## src/rtl/fspd_pkg.sv

```systemverilog
package fspd_pkg;

    typedef enum logic {
        PS_DOWN = 1'b0,
        PS_UP   = 1'b1
    } pstate_e;

    typedef struct packed {
        logic tx_rise;
        logic rx_rise;
    } fs_edges_t;

    // width able to hold values 0..n
    function automatic int unsigned cw(input int unsigned n);
        return (n < 2) ? 1 : $clog2(n + 1);
    endfunction

endpackage

```

## src/rtl/fspd_pin_mon.sv

```systemverilog
module fspd_pin_mon #(
    parameter int unsigned SYNC_STAGES = 2,
    parameter int unsigned TOGGLE_WIN  = 64
) (
    input  logic clk,
    input  logic rst,
    input  logic pdn_pin,
    output logic allow
);
    localparam int unsigned WW = fspd_pkg::cw(TOGGLE_WIN);
    localparam logic [WW-1:0] WIN_V = WW'(TOGGLE_WIN);

    logic [SYNC_STAGES-1:0] sync_q;
    logic                   pin_s;
    logic                   pin_q;
    logic                   pin_edge;
    logic [WW-1:0]          since_edge;
    logic                   toggling;

    always_ff @(posedge clk) begin
        if (rst) begin
            sync_q <= '0;
        end else begin
            sync_q <= {sync_q[SYNC_STAGES-2:0], pdn_pin};
        end
    end

    assign pin_s    = sync_q[SYNC_STAGES-1];
    assign pin_edge = pin_s ^ pin_q;

    always_ff @(posedge clk) begin
        if (rst) begin
            pin_q      <= 1'b0;
            since_edge <= WIN_V;
        end else begin
            pin_q <= pin_s;
            if (pin_edge) begin
                since_edge <= '0;
            end else if (since_edge != WIN_V) begin
                since_edge <= since_edge + 1'b1;
            end
        end
    end

    assign toggling = pin_edge | (since_edge < WIN_V);
    assign allow    = ~pin_s | toggling;

endmodule

```

## src/rtl/fspd_activity.sv

```systemverilog
module fspd_activity #(
    parameter int unsigned IDLE_CYCLES = 2048
) (
    input  logic                clk,
    input  logic                rst,
    input  logic                fs_tx,
    input  logic                fs_rx,
    input  logic                run,
    output fspd_pkg::fs_edges_t edges,
    output logic                expire
);
    localparam int unsigned CW = fspd_pkg::cw(IDLE_CYCLES);
    localparam logic [CW-1:0] LAST = CW'(IDLE_CYCLES - 1);

    logic          tx_q;
    logic          rx_q;
    logic          any_rise;
    logic [CW-1:0] gap_cnt;

    always_ff @(posedge clk) begin
        if (rst) begin
            tx_q <= 1'b0;
            rx_q <= 1'b0;
        end else begin
            tx_q <= fs_tx;
            rx_q <= fs_rx;
        end
    end

    assign edges.tx_rise = fs_tx & ~tx_q;
    assign edges.rx_rise = fs_rx & ~rx_q;
    assign any_rise      = edges.tx_rise | edges.rx_rise;

    always_ff @(posedge clk) begin
        if (rst || !run || any_rise) begin
            gap_cnt <= '0;
        end else if (gap_cnt != LAST) begin
            gap_cnt <= gap_cnt + 1'b1;
        end
    end

    assign expire = run & ~any_rise & (gap_cnt == LAST);

    // a timeout is only reported after the full gap has been counted
    a_r5_expire_after_gap: assert property (@(posedge clk) disable iff (rst)
        expire |-> $past(run) && !$past(any_rise));

endmodule

```

## src/rtl/fspd_txgate.sv

```systemverilog
module fspd_txgate #(
    parameter int unsigned HOLD_FRAMES = 2
) (
    input  logic clk,
    input  logic rst,
    input  logic up,
    input  logic wake,
    input  logic tx_rise,
    output logic permit
);
    localparam int unsigned HW = fspd_pkg::cw(HOLD_FRAMES);
    localparam logic [HW-1:0] HOLD_V = HW'(HOLD_FRAMES);

    logic [HW-1:0] frames;

    always_ff @(posedge clk) begin
        if (rst) begin
            frames <= '0;
        end else if (wake) begin
            frames <= tx_rise ? HW'(1) : '0;
        end else if (!up) begin
            frames <= '0;
        end else if (tx_rise && frames != HOLD_V) begin
            frames <= frames + 1'b1;
        end
    end

    assign permit = up & (frames == HOLD_V);

    // the permit only opens at an edge that counted a transmit frame
    a_r6_open_on_tx_frame: assert property (@(posedge clk) disable iff (rst)
        $rose(permit) |-> $past(tx_rise));

endmodule

```

## src/rtl/fspd_ctrl.sv

```systemverilog
module fspd_ctrl #(
    parameter int unsigned IDLE_CYCLES = 2048,
    parameter int unsigned TOGGLE_WIN  = 64,
    parameter int unsigned SYNC_STAGES = 2,
    parameter int unsigned HOLD_FRAMES = 2
) (
    input  logic clk,
    input  logic rst,
    input  logic pdn_pin,
    input  logic fs_tx,
    input  logic fs_rx,
    output logic power_good,
    output logic tx_permit
);
    import fspd_pkg::*;

    pstate_e   state_q;
    pstate_e   state_d;
    logic      allow;
    fs_edges_t edges;
    logic      any_rise;
    logic      expire;
    logic      wake;
    logic      rst_q;

    fspd_pin_mon #(
        .SYNC_STAGES (SYNC_STAGES),
        .TOGGLE_WIN  (TOGGLE_WIN)
    ) u_pin (
        .clk     (clk),
        .rst     (rst),
        .pdn_pin (pdn_pin),
        .allow   (allow)
    );

    fspd_activity #(
        .IDLE_CYCLES (IDLE_CYCLES)
    ) u_act (
        .clk    (clk),
        .rst    (rst),
        .fs_tx  (fs_tx),
        .fs_rx  (fs_rx),
        .run    (power_good),
        .edges  (edges),
        .expire (expire)
    );

    assign any_rise = edges.tx_rise | edges.rx_rise;
    assign wake     = (state_q == PS_DOWN) & allow & any_rise;

    always_comb begin
        state_d = state_q;
        if (!allow) begin
            state_d = PS_DOWN;
        end else if (wake) begin
            state_d = PS_UP;
        end else if (state_q == PS_UP && expire) begin
            state_d = PS_DOWN;
        end
    end

    always_ff @(posedge clk) begin
        if (rst) begin
            state_q <= PS_DOWN;
        end else begin
            state_q <= state_d;
        end
    end

    assign power_good = (state_q == PS_UP);

    fspd_txgate #(
        .HOLD_FRAMES (HOLD_FRAMES)
    ) u_gate (
        .clk     (clk),
        .rst     (rst),
        .up      (power_good),
        .wake    (wake),
        .tx_rise (edges.tx_rise),
        .permit  (tx_permit)
    );

    always_ff @(posedge clk) begin
        rst_q <= rst;
    end

    // outputs are quiet right after reset
    always_ff @(posedge clk) begin
        if (rst_q) begin
            a_r1_reset_quiet: assert (!power_good && !tx_permit);
        end
    end

    // a permitted frame-sync edge wakes the core
    a_r2_wake_on_edge: assert property (@(posedge clk) disable iff (rst)
        (!power_good && allow && any_rise) |=> power_good);

    // a blocking pin level takes the core down
    a_r3_pin_forces_down: assert property (@(posedge clk) disable iff (rst)
        !allow |=> !power_good);

    // a frame-sync edge while powered keeps the core up
    a_r5_edge_keeps_up: assert property (@(posedge clk) disable iff (rst)
        (power_good && allow && any_rise) |=> power_good);

    // the transmit permit needs power
    a_r7_permit_needs_power: assert property (@(posedge clk) disable iff (rst)
        tx_permit |-> power_good);

endmodule

```

## config.mk

```make
export PLATFORM = sky130hd
export DESIGN_NAME = fspd_ctrl
export DESIGN_NICKNAME = d
export VERILOG_FILES = /design/src/rtl/fspd_pkg.sv /design/src/rtl/fspd_pin_mon.sv /design/src/rtl/fspd_activity.sv /design/src/rtl/fspd_txgate.sv /design/src/rtl/fspd_ctrl.sv
export SDC_FILE = /design/constraint.sdc
export NUM_CORES = 1
export LEC_CHECK = 0
export BUFFER_PORTS_ARGS = -buffer_cell sky130_fd_sc_hd__buf_2
export CORE_ASPECT_RATIO = 0.9
export CORE_MARGIN = 2
export CORE_UTILIZATION = 40
export DETAILED_ROUTE_END_ITERATION = 7
export PLACE_DENSITY_LB_ADDON = 0.3
export RECOVER_POWER = 25
export SLEW_MARGIN = 25
export SYNTH_ARGS = -nofsm -noshare
export SYNTH_HDL_FRONTEND = slang
export SYNTH_SLANG_ARGS = --single-unit
```

## constraint.sdc

```tcl
create_clock -name clk -period 5.05 [get_ports clk]
set_clock_uncertainty 0.15 [all_clocks]
set_input_delay 1.01 -clock clk [delete_from_list [all_inputs] [get_ports clk]]
set_output_delay 1.01 -clock clk [all_outputs]
set_load 0.005 [all_outputs]
```

# ---- Word level (Yosys, flattened, before mapping)
# Index checks and enable logic that the tools add are counted.
dict set report word_totals {
  ff_bits 27
  in_bits 5
  output_inout_bits 2
  word_cells 53
}
dict set report classes {
  n_addsub 3
  magnitude_cmp 1
  eq_ne 6
  muxes 8
  bitwise_logic 17
  n_reduce_logical 9
}
# op count
set op_table {}
lappend op_table {{2-to-1 mux 7 bit} 2}
lappend op_table {{adder 12 x 1 -> 12 bit, second input constant} 1}
lappend op_table {{equality test 12 x 11 -> 1 bit, second input constant} 1}
lappend op_table {{!= test 12 x 11 -> 1 bit, second input constant} 1}
lappend op_table {{adder 7 x 1 -> 7 bit, second input constant} 1}
lappend op_table {{bitwise AND 1 bit} 7}
lappend op_table {{less-than comparator 7 bit, second input constant} 1}
lappend op_table {{!= test 7 bit, second input constant} 1}
lappend op_table {{2-to-1 mux 2 bit} 3}
lappend op_table {{NOT 1 bit} 6}
lappend op_table {{nonzero test 2 bit} 2}
lappend op_table {{OR reduction 2 bit} 2}
lappend op_table {{2-to-1 mux 1 bit} 3}
lappend op_table {{!= test 3 x 1 -> 1 bit, second input constant} 1}
lappend op_table {{bitwise OR 1 bit} 3}
lappend op_table {{adder 2 x 1 -> 2 bit, second input constant} 1}
lappend op_table {{equality test 2 bit, second input constant} 1}
lappend op_table {{logical AND 1 bit} 2}
lappend op_table {{logical OR 1 bit} 2}
lappend op_table {{!= test 2 bit, second input constant} 1}
lappend op_table {{logical NOT 1 bit} 1}
lappend op_table {{XOR 1 bit} 1}

# ---- Longest topological paths before layout
# Gate-level depths: netlist of the first run.
dict set report depth {
  depth_word 9
  mapped_depth 6
  ltp_nobuf 6
}

# ---- Modules after synthesis
# From an unflattened synthesis of the first run, not the netlist that was laid out.
dict set report hier_totals {
  hier_cells 141
  area_unflattened_um2 1290.0
}
# module n_inst cells_each area_per_inst_um2 seq_area_each_um2
set by_module_without_submodules {}
lappend by_module_without_submodules {fspd_activity 1 74 683.2 280.3}
lappend by_module_without_submodules {fspd_pin_mon 1 47 432.9 200.2}
lappend by_module_without_submodules {fspd_txgate 1 14 126.4 40.0}
lappend by_module_without_submodules {fspd_ctrl 1 6 47.5 20.0}

# ---- Worst setup path after synthesis of the first run
# No wires, ideal clock.
dict set report synth_timing {
  kind {input -> register}
  start {input rst}
  end {register u_gate.frames[0]}
  setup_ps 92
  t_arrival_ps 1789
  required_ps 4808
  path_slack_ps 3019
  path_stages 5
  path_buffers 1
  path_cell_list {clkbuf_1 a31o_2 a211oi_1 nor2_1 o32ai_1}
}
# item line
set synth_rtl {}
lappend synth_rtl {{start: declaration} fspd_ctrl.sv:8} ;# input logic rst,
lappend synth_rtl {{end signal: assignment} fspd_txgate.sv:20} ;# frames <= tx_rise ? HW'(1) : '0;
lappend synth_rtl {{end signal: assignment} fspd_txgate.sv:24} ;# frames <= frames + 1'b1;
lappend synth_rtl {{end: declaration} fspd_txgate.sv:14} ;# logic [HW-1:0] frames;

# ---- Final worst setup path of the first run
dict set report layout_timing {
  start {register u_gate.frames[0]}
  end {output tx_permit}
}
dict set report layout_between {
  elab_chain_cells 2
}
# item line
set layout_lines {}
lappend layout_lines {{equality test 2 bit} fspd_txgate.sv:28} ;# assign permit = up & (frames == HOLD_V);
lappend layout_lines {{bitwise AND 1 bit} fspd_txgate.sv:28}
lappend layout_lines {{end: declaration} fspd_ctrl.sv:13} ;# output logic tx_permit
# Every way passes these cells.

==> flow_summary.toml, run 1 <==
[status]
status = "completed"

[clocking]
clkTransAtPathRegs_ps = 130
cts_buffers = 3
cts_resized = 0
clk_latency_ps = 310
clk_path_buf_depth = 2
cts_tree = "done"
cts_setup_buffers = 0
cts_hold_buf = 0
ctsHtreeMaxLevel = 1
cts_num_sinks = 27
clockRootBuffer = "clkbuf_4"

[detailed_routing]
routed_wl_mm = 1.876
ant_nets = 0
vias = 830
vias_per_cell = 4.854
route.detailed.drc = 0
routedWlPerCell_um = 10.97
drt_iter0_markers = 76
drt_pass1_iterations = 3

[die]
dieArea_um2 = 3408
initial_utilization = 0.4268
die_y_um = 55.58
core_area_um2 = 2770
ios = 7
chipWidth_um = 61.31
rows = 18

[global_route]
overflow = 0
track_usage = 0.1326
grt_pass1_wl_mm = 3.456
antenna_found_initial = 0
grt_pass1_vias = 802
grt_max_degree = 15

[synthesis]
synth_area_leaders = "dfxtp_1 46%, xor2_1 6.7%, nor2_1 5.1%, xnor2_1 4.4%, ha_1 4.2%"
synth_top_cell_area_share = 0.4571
yosys.area.top_type = "dfxtp_1"
synth-edff-count = 0
synth.avg_cell_area_um2 = 9.535
synth_ff_type = "dfxtp_1"
synth_common_cells = "27 x dfxtp_1, 16 x nor2_1, 9 x xor2_1, 6 x xnor2_1"
synth-seq-cells = 27
syn_inst = 124
synth_most_common_cell = "dfxtp_1"
ys_types = 37
yosysWarnings = 0
syn-cell-area_um2 = 1182
ys_async_sr_fraction = 0
syn_nets = 133
yosysSeqAreaShare = 0.4571

[sta]
relSlewSlack = 0.6816
hold_violations = 0
setup_viol = 0
fmax_mhz = 411.4
rsz0062_at_grt = "false"
slew_violations = 0
tns_ps = 0
min_period_ps = 2431
tightest_slew_ps = 476.1
min_period_over_period = 0.4814

[critical_path]
crit_type = "reg2out"
max_stage_delay_ps = 380
cp-start-kind = "flip-flop"
crit_chain = "inv_1 > ha_1 > and2_1 > buf_2"
crit_slowest_cell = "dfxtp_1"
crit_path_end_kind = "output pin"
critical_path_arrival_ps = 1270
cp_max_fo = 4
crit_required_ps = 3890

[pwr]
p_leak_nw = 0.4835
powerDensity_nw_per_um2 = 287.4
power_w = 0.0003647
ir_worst_vdd_mv = 0.09119

[layout]
drive_above_1_share = 0.08397
finish.utilization = 0.4580
antennaDiodeCount = 0
nNetsFinal = 141
final_area_um2 = 1269
syn2layout_area_growth_pct = 7.302
stdcell_count = 171

[placed_design]
place_congestion = 0.7256
portBuffers = 6
dpl_cell_area_um2 = 1244
dp.cells = 167
dpl.hpwl_mm = 1.418

[hold_path]
min_path_type = "reg2reg"

[flow_run]
maxCapViolations = 0
[worst paths after layout]
kind | startpoint | end | slack, ps | depth (start not counted)
max | u_gate.frames[0] | tx_permit | 2620 | 4
min | u_pin.sync_q[0] | u_pin.sync_q[1] | 310 | 1
max reg2reg | u_act.gap_cnt[0] | u_act.gap_cnt[0] | 3210 | 5
min reg2reg | u_pin.sync_q[0] | u_pin.sync_q[1] | 310 | 1
[power breakdown]
part	internal (W)	total, W	switching, W
logic	0.0000228	0.0000455	0.0000228
clock network	0.0000308	0.0000881	0.0000573
registers	0.000222	0.000231	0.00000876
total	0.000276	0.000365	0.0000888
[registers in the layout, indices dropped and copies added (netlist names)]
name              flops
power_good            1
u_act.tx_q            1
u_gate.frames         2
u_act.gap_cnt        12
u_pin.sync_q          2
u_act.rx_q            1
u_pin.since_edge      7
u_pin.pin_q           1
[cells by family after synthesis]
group	count (synthesis)	share of synthesized area
adders and majority gates	4	0.04233
AOI/OAI and AO/OA	19	0.1100
DFF	27	0.4571
buffers and inverters	7	0.02857
xor gates and xnor gates	15	0.1111
and+or+nand+nor	50	0.2339
muxes	2	0.01693
[area by class of cell]
type	instances	area, um2
Clock buffer	4	26.28
Multi-Input combinational cell	90	608.1
Sequential cell	27	540.5
Inverter	4	15.01
Fill cell	294	1501
Timing Repair Buffer	6	28.78
Tap cell	40	50.05
[through the flow]
stage               hold slack (ps)  setup WS [ps]
CTS                           317.3           2599
global placement              277.6           2630
finish                        313.7           2619
floorplan                     263.8           3019
global route                  324.5           2546
detailed placement            293.8           2544
[critical path: cells and delay by family, from the launching register on]
kind / cells / cell delay, ps
and+or+nand+nor: 1 / 160
DFF: 1 / 380
adders and majority gates: 1 / 240
buffers and inverters: 2 / 190
[layer usage]
| layer | track usage | part of all wire |
|---|---|---|
| met5 | 0 | 0 |
| met4 | 0.05590 | 0.017 |
| met1 | 0.1991 | 0.52 |
| met2 | 0.1809 | 0.44 |
| met3 | 0.02791 | 0.023 |
[layout by cell type (no fill, tap or decap), types with 2 or more instances in the layout]
cell type,n
dfxtp_1,27
nor2_1,16
xor2_1,9
xnor2_1,6
nor2b_1,5
nand2_1,5
buf_2,5
inv_1,4
nand3_1,4
a31oi_1,4
a21oi_1,4
ha_1,4
and3_1,3
nand2b_1,3
clkbuf_4,3
nand3b_1,2
mux2i_1,2
nor3_1,2
o21bai_1,2
a211oi_1,2
clkbuf_1,2
(Power assumes the default switching activity.)
==> run 2: changes to the inputs <==
==> constraint.sdc (replaced) <==
create_clock -name clk -period 2.35 [get_ports clk]
set_clock_uncertainty 0.15 [all_clocks]
set_input_delay 0.47 -clock clk [delete_from_list [all_inputs] [get_ports clk]]
set_output_delay 0.47 -clock clk [all_outputs]
set_load 0.005 [all_outputs]
==> run 2 against run 1 <==
Against the previous run: via count up 2.3%; clock power up 120%; clock-buffer cell count unchanged; power up 120%; die area unchanged; wire length up 3.4%; critical path depth unchanged; sequential share of layout area unchanged.
==> flow_summary.toml, run 2 (synthesis gave the netlist of run 1 again) <==
[clocking]
clockRootBuffer = "clkbuf_4"
cts_hold_buf = 0
clkTransAtPathRegs_ps = 140
clk_latency_ps = 310
clk_path_buf_depth = 2
cts_tree = "done"
cts_num_sinks = 27
cts_resized = 0
cts_setup_buffers = 0
ctsHtreeMaxLevel = 1
cts_buffers = 3

[die]
die_y_um = 55.58
rows = 18
initial_utilization = 0.4268
ios = 7
core_area_um2 = 2770
dieArea_um2 = 3408
chipWidth_um = 61.31

[pwr]
powerDensity_nw_per_um2 = 621.4
seqPwrFrac = 0.630
ir_worst_vdd_mv = 0.1879
p_leak_nw = 0.4835
pwr-share-comb = 0.126
p_clk_frac = 0.244
internal_power_w = 0.0005930
swShare = 0.2478
switchingPower_w = 0.0001954

[status]
status = "completed"

[detailed_routing]
route.detailed.drc = 0
routedWlPerCell_um = 11.34
routed_wl_mm = 1.939
drt_pass1_iterations = 4
drt_iter0_markers = 45
vias_per_cell = 4.965
ant_nets = 0
vias = 849

[layout]
nNetsFinal = 141
mostFrequentLayoutCell = "dfxtp_1"
antennaDiodeCount = 0
finish.utilization = 0.4580
reg.largest.list = "u_act.gap_cnt x12, u_pin.since_edge x7"
largest_reg_flops = 12
largest_register = "u_act.gap_cnt"
syn2layout_area_growth_pct = 7.302
layout_common_cells = "27 x dfxtp_1, 16 x nor2_1, 9 x xor2_1"
drive_above_1_share = 0.08397

[sta]
hold_violations = 0
fmax_mhz = 529.2
setup_viol = 0
relSlewSlack = 0.6909
rsz0062_at_grt = "false"
min_period_over_period = 0.8042
min_period_ps = 1890
tightest_slew_ps = 462.3
tns_ps = 0
slew_violations = 0

[flow_run]
maxCapViolations = 0

[critical_path]
crit_required_ps = 1730
critical_path_arrival_ps = 1270
crit_slowest_cell = "dfxtp_1"
crit_path_end_kind = "output pin"
cp_max_fo = 4
cp-start-kind = "flip-flop"
max_stage_delay_ps = 380
crit_type = "reg2out"
crit_chain = "inv_1 > ha_1 > and2_1 > buf_2"

[global_route]
grt_max_degree = 15
track_usage = 0.1281
overflow = 0
grt_pass1_vias = 777
antenna_found_initial = 0
grt_pass1_wl_mm = 3.367

[placed_design]
place_congestion = 0.7494
portBuffers = 6
dpl.hpwl_mm = 1.474

[hold_path]
min_path_type = "in2reg"
## run 2: area by class of cell
class / count / area (um2)
Fill cell: 272 / 1501
Timing Repair Buffer: 6 / 28.78
Multi-Input combinational cell: 90 / 608.1
Sequential cell: 27 / 540.5
Tap cell: 40 / 50.05
Clock buffer: 4 / 26.28
Inverter: 4 / 15.01
## run 2: power groups by stage
stage | Clock (W) | Sequential (W) | Combinational [W]
3_3_place_gp | 0 | 0.000506 | 0.0000982
2_1_floorplan | 0 | 0.000502 | 0.0000814
3_5_place_dp | 0 | 0.000506 | 0.000101
4_1_cts | 0.000201 | 0.000497 | 0.000103
6_report | 0.000192 | 0.000497 | 0.0000993
5_1_grt | 0.000219 | 0.000502 | 0.000115
## run 2: worst paths after layout
check                           slack (ps)             start  cells past startpoint                to
worst max-delay path                   460  u_gate.frames[0]                      4         tx_permit
worst max register to register         490  u_act.gap_cnt[0]                      5  u_act.gap_cnt[1]
worst min register to register         310   u_pin.sync_q[0]                      1   u_pin.sync_q[1]
worst min-delay path                   230             fs_tx                      2        u_act.tx_q
## run 2: critical path, delay by kind of cell (launching register included)
| kind | cells | cell delay (ps) |
|---|---|---|
| adder cells (fa/ha/maj) | 1 | 230 |
| flip-flops | 1 | 380 |
| buffers and inverters | 2 | 190 |
| AND/OR/NAND/NOR | 1 | 160 |
## run 2: stage by stage
step           hold WS (ps)  power (W)  setup slack, ps  instances  cell area [um2]
2_1_floorplan         263.8  0.0005835            709.4        124             1182
3_3_place_gp          280.2  0.0006041            482.7        167             1244
3_5_place_dp          283.2  0.0006073            429.2        167             1244
4_1_cts               217.0  0.0008001            443.0        171             1270
5_1_grt               212.1  0.0008356            375.9        171             1269
6_report              229.8  0.0007884            460.2        171             1269
## run 2: layer usage
metal	GRT usage	part of all wire
met1	0.1904	0.51
met2	0.1793	0.45
met3	0.02791	0.031
met4	0.04658	0.0077
met5	0	0
